File: src/rtl/ipipe_longwb.sv
module ipipe_longwb #(
  parameter int TAG_W   = 8,
  parameter int DIV_CYC = 33
) (
  input  logic             clk,
  input  logic             rst_n,
  input  logic             issue_valid,
  input  logic [1:0]       issue_kind,
  input  logic [TAG_W-1:0] issue_tag,
  input  logic             ra_opnd_ok,
  input  logic             ex1_opnd_ok,
  output logic             issue_ready,
  output logic             div_busy,
  output logic             byp_valid,
  output logic [TAG_W-1:0] byp_tag,
  output logic             late_valid,
  output logic [TAG_W-1:0] late_tag
);
  localparam int CNT_W = $clog2(DIV_CYC + 1);
  localparam logic [CNT_W-1:0] CNT_LAST = CNT_W'(DIV_CYC - 1);
  localparam logic [1:0] K_SIMPLE = 2'd0;
  localparam logic [1:0] K_MUL    = 2'd1;
  localparam logic [1:0] K_MAC    = 2'd2;
  localparam logic [1:0] K_DIV    = 2'd3;

  logic             ex1_v, ex2_v, wb_v, ex1_fresh;
  logic [1:0]       ex1_k, ex2_k, wb_k;
  logic [TAG_W-1:0] ex1_tag, ex2_tag, wb_tag;
  logic [CNT_W-1:0] wb_cnt;

  logic wb_div, div_last, div_stall, mac_hold, accept;

  assign wb_div    = wb_v && (wb_k == K_DIV);
  assign div_last  = wb_div && (wb_cnt == CNT_LAST);
  assign div_stall = wb_div && !div_last;
  assign mac_hold  = ex1_v && (ex1_k == K_MAC) && !ex1_opnd_ok;
  assign accept    = issue_valid && issue_ready && (ra_opnd_ok || issue_kind == K_MAC);

  assign issue_ready = !div_stall && !mac_hold;
  assign div_busy    = div_stall;
  assign byp_valid   = ex1_v && ex1_fresh && (ex1_k == K_SIMPLE);
  assign byp_tag     = ex1_tag;
  assign late_valid  = wb_v && ((wb_k == K_MUL) || (wb_k == K_MAC) || div_last);
  assign late_tag    = wb_tag;

  always_ff @(posedge clk) begin
    if (!rst_n) begin
      ex1_v <= 1'b0; ex1_fresh <= 1'b0; ex1_k <= K_SIMPLE; ex1_tag <= '0;
    end else if (!div_stall && !mac_hold) begin
      ex1_v     <= accept;
      ex1_fresh <= accept;
      ex1_k     <= issue_kind;
      ex1_tag   <= issue_tag;
    end else begin
      ex1_fresh <= 1'b0;
    end
  end

  always_ff @(posedge clk) begin
    if (!rst_n) begin
      ex2_v <= 1'b0; ex2_k <= K_SIMPLE; ex2_tag <= '0;
    end else if (!div_stall) begin
      ex2_v   <= ex1_v && !mac_hold;
      ex2_k   <= ex1_k;
      ex2_tag <= ex1_tag;
    end
  end

  always_ff @(posedge clk) begin
    if (!rst_n) begin
      wb_v <= 1'b0; wb_k <= K_SIMPLE; wb_tag <= '0; wb_cnt <= '0;
    end else if (!div_stall) begin
      wb_v   <= ex2_v;
      wb_k   <= ex2_k;
      wb_tag <= ex2_tag;
      wb_cnt <= '0;
    end else begin
      wb_cnt <= wb_cnt + 1'b1;
    end
  end

  AST_EX_FROZEN: assert property (@(posedge clk) disable iff (!rst_n)
    div_stall |=> ($stable(ex1_tag) && $stable(ex2_tag) && $stable(ex1_v) && $stable(ex2_v)));
  AST_NO_BYP_IN_DIV: assert property (@(posedge clk) disable iff (!rst_n)
    div_busy |=> !byp_valid);
  AST_MAC_WAIT: assert property (@(posedge clk) disable iff (!rst_n)
    mac_hold |=> (ex1_v && ex1_k == K_MAC && $stable(ex1_tag)));
  AST_DIV_COUNT: assert property (@(posedge clk) disable iff (!rst_n)
    div_stall |=> (wb_div && wb_cnt == CNT_W'($past(wb_cnt) + 1'b1)));
endmodule

File: config.mk
export PLATFORM = sky130hd
export DESIGN_NAME = ipipe_longwb
export DESIGN_NICKNAME = d
export VERILOG_FILES = /design/src/rtl/ipipe_longwb.sv
export SDC_FILE = /design/constraint.sdc
export NUM_CORES = 1
export LEC_CHECK = 0
export BUFFER_PORTS_ARGS = -buffer_cell sky130_fd_sc_hd__buf_2
export CORE_MARGIN = 1.5
export CORE_UTILIZATION = 35
export DETAILED_ROUTE_END_ITERATION = 10
export GPL_ROUTABILITY_DRIVEN = 0
export PLACE_DENSITY_LB_ADDON = 0.1
export SETUP_SLACK_MARGIN = 0.02
export SYNTH_ARGS = -nofsm -noshare
export SYNTH_HDL_FRONTEND = slang
export SYNTH_SLANG_ARGS = --single-unit
File: constraint.sdc
create_clock -name clk -period 2 [get_ports clk]
set_input_delay 0.1 -clock clk [delete_from_list [all_inputs] [get_ports clk]]
set_output_delay 0.1 -clock clk [all_outputs]
set_load 0.01 [all_outputs]
==> qor.yml <==
synth-edff-count: 0
htree_levels: 2
outcome: "finished, final reports clean"
drv_cap: 0
rrSetupSlack_ps: 470
drt_iter0_drc: 25
post_drt_wl_per_cell_um: 11.6
wirelength_mm: 2.88
critPathMaxStageDelay_ps: 330
fin_tns_setup_ps: 0
nFillCells: 444
grt_setup_unrepaired: "no"
hold_depth: 3
dp_cells: 239
syn_nets: 176
syn_to_final_growth_pct: 21.9
drv_slew: 0
grtUsageMet1_pct: 16.4
avgViaCountPerCell: 4.71
period_minus_slack_ps: 1820
cts-buffers-inserted: 5
synthFlopType: "dfxtp_1"
die_h_um: 70.7
portBuffers: 34
final_core_util_pct: 44.5
crit_path_cell_trace: "inv_1 > ha_1 > nand2_1 > a311oi_4 > buf_6 > buf_2"
cp-start-kind: "flip-flop"
clockBufferDepth: 2
grt_usage_pct: 12.7
fmax_mhz: 549
fin_crit_sh_pct: 91.0
cts_hold_buf: 0
cts_setup_buffers: 0
drc_errors: 0
vias: 1164
place_ws_ps: 417
setup_ws_ps: 179
hold_path_end: "byp_tag[0]"
ys_seq_area_share_pct: 50.0
crit_type: "flip-flop to primary output"
worstReg2RegEnd: "byp_tag[4]"
required_ps: 1900
cpMaxStageDelayCell: "dfxtp_1"
layout_common_cells: "nand2_1, dfxtp_1, buf_2"
postRouteAntennaNets: 0
overflow: 0
final_common_cell: "nand2_1"
r2r_start: "wb_cnt[0]"
antenna_found_initial: 0
cp-end-kind: "primary output"
reg2regPathDepth: 6
power_per_cell_area_nw_per_um2: 807
arrival_ps: 1720
antenna_cells: 0
core_area_um2: 4380
first_global_vias: 1123
gr-usage-met2_pct: 19.9
synth_area_um2: 1600
p_leak_nw: 0.893
tightest_slew_ps: 432
clkSinkCount: 40
hpwl_mm: 2.01
dieArea_um2: 4990
num_rows: 24
met3_usage_pct: 4.99
ioPinCount: 35
grt_max_degree: 20
dr.pass1.iters: 4
min_from: "issue_tag[0]"
busiest_layer: "met2"
cts-root-buf: "clkbuf_8"
nNetsFinal: 212
clk_pin_slew_ps: 80
drive_above_1_share_pct: 26.2
cts_tree: "yes"
cp_max_fo: 12
grt_pass1_wl_mm: 5.06
setup_viol: 0
hold_class: "input pin to flip-flop"
ys_seq_elements: 40
ys_warn_count: 0
ir_drop_mv: 0.505
syn_inst: 158
initial_utilization_pct: 36.6
async_flop_share_pct: 0
worst_clock_skew_ps: 10.8
max_slew_margin_pct: 70.9
die_x_um: 70.7
stdcell_count: 247
hold_viol_final: 0
synth.distinct_cells: 26
clk_latency_ps: 290
syn_area_per_cell_um2: 10.1
-- through the flow --
stage | total power [mW] | cell area, um^2 | hold slack (ps)
6_report | 1.58 | 1950 | 47.4
5_1_grt | 1.65 | 1950 | 41.3
2_1_floorplan | 0.908 | 1600 | 242
3_3_place_gp | 0.944 | 1840 | 347
4_1_cts | 1.60 | 1950 | 40.4
3_5_place_dp | 0.948 | 1840 | 355
-- repair_timing --
item | in CTS | in global routing
endpoints found under the hold margin | 0 | 0
resized for setup | 0 | 1
endpoints found under the setup margin | 0 | 1
-- synth_stat cells, drive strengths merged, types with 2 or more instances --
master	count	area [um^2]
nand2	44	165
and3	5	31.3
dfxtp	40	801
clkbuf	6	22.5
inv	2	7.51
xnor2	2	17.5
nor2b	2	12.5
ha	3	37.5
o21a	2	15.0
buf	4	30.0
mux2i	32	320
nand3	2	10.0
nor3	2	10.0
-- cell type report --
class	instances	area, um^2	area share [%]
inverter	2	7.51	0.384
timing repair buffer	39	211	10.8
sequential	40	801	41.0
multi-input combinational	106	757	38.8
tap	52	65.1	3.33
clock buffer	5	68.8	3.52
clock inverter	3	42.5	2.18
-- worst max path at each step --
stage / start / endpoint / slack [ps] / cells after the start
3_3_place_gp: wb_cnt[0] / issue_ready / 460 / 6
5_1_grt: wb_cnt[0] / issue_ready / 70 / 6
4_1_cts: wb_cnt[0] / issue_ready / 100 / 6
6_report: wb_cnt[0] / issue_ready / 180 / 6
3_5_place_dp: wb_cnt[0] / byp_tag[0] / 420 / 6
2_1_floorplan: wb_cnt[3] / ex1_v / 570 / 4
-- per-layer routing --
metal  routed length (um)  part of all wire, %  up-vias
li1                     -                    -      608
met5                    0                    0        -
met1                 1400                   49      518
met4                   42                  1.5        0
met3                  191                  6.6        5
met2                 1240                   43       33
-- cells by family after synthesis --
group | synth area share [%]
AND/OR/NAND/NOR | 16.1
flip-flops | 50.0
multiplexers | 20.0
buffers and inverters | 3.75
AO/OA/AOI/OAI | 6.25
XOR/XNOR | 1.64
adder cells (fa/ha/maj) | 2.34
-- flip-flops by register name (all words and copies together) (netlist names), 2 cells and up --
signal and count:
late_tag 8, byp_tag 8, ex1_k 2, wb_cnt 6, wb_k 2, ex2_k 2
ex2_tag 8
-- where the power goes --
part           switching, mW  leakage [nW]  internal, mW
Sequential            0.0119         0.328         0.824
Combinational         0.0502         0.511        0.0419
Clock                  0.278        0.0541         0.369
Total                  0.340         0.893          1.24
-- critical path, delay by kind of cell (launching register included) --
family / cells / cell delay [ps]
AO/OA/AOI/OAI: 1 / 300
adder cells (fa/ha/maj): 1 / 230
buffers and inverters: 3 / 450
flip-flops: 1 / 330
AND/OR/NAND/NOR: 1 / 110
No activity file was read; power rests on OpenSTA's default activity.
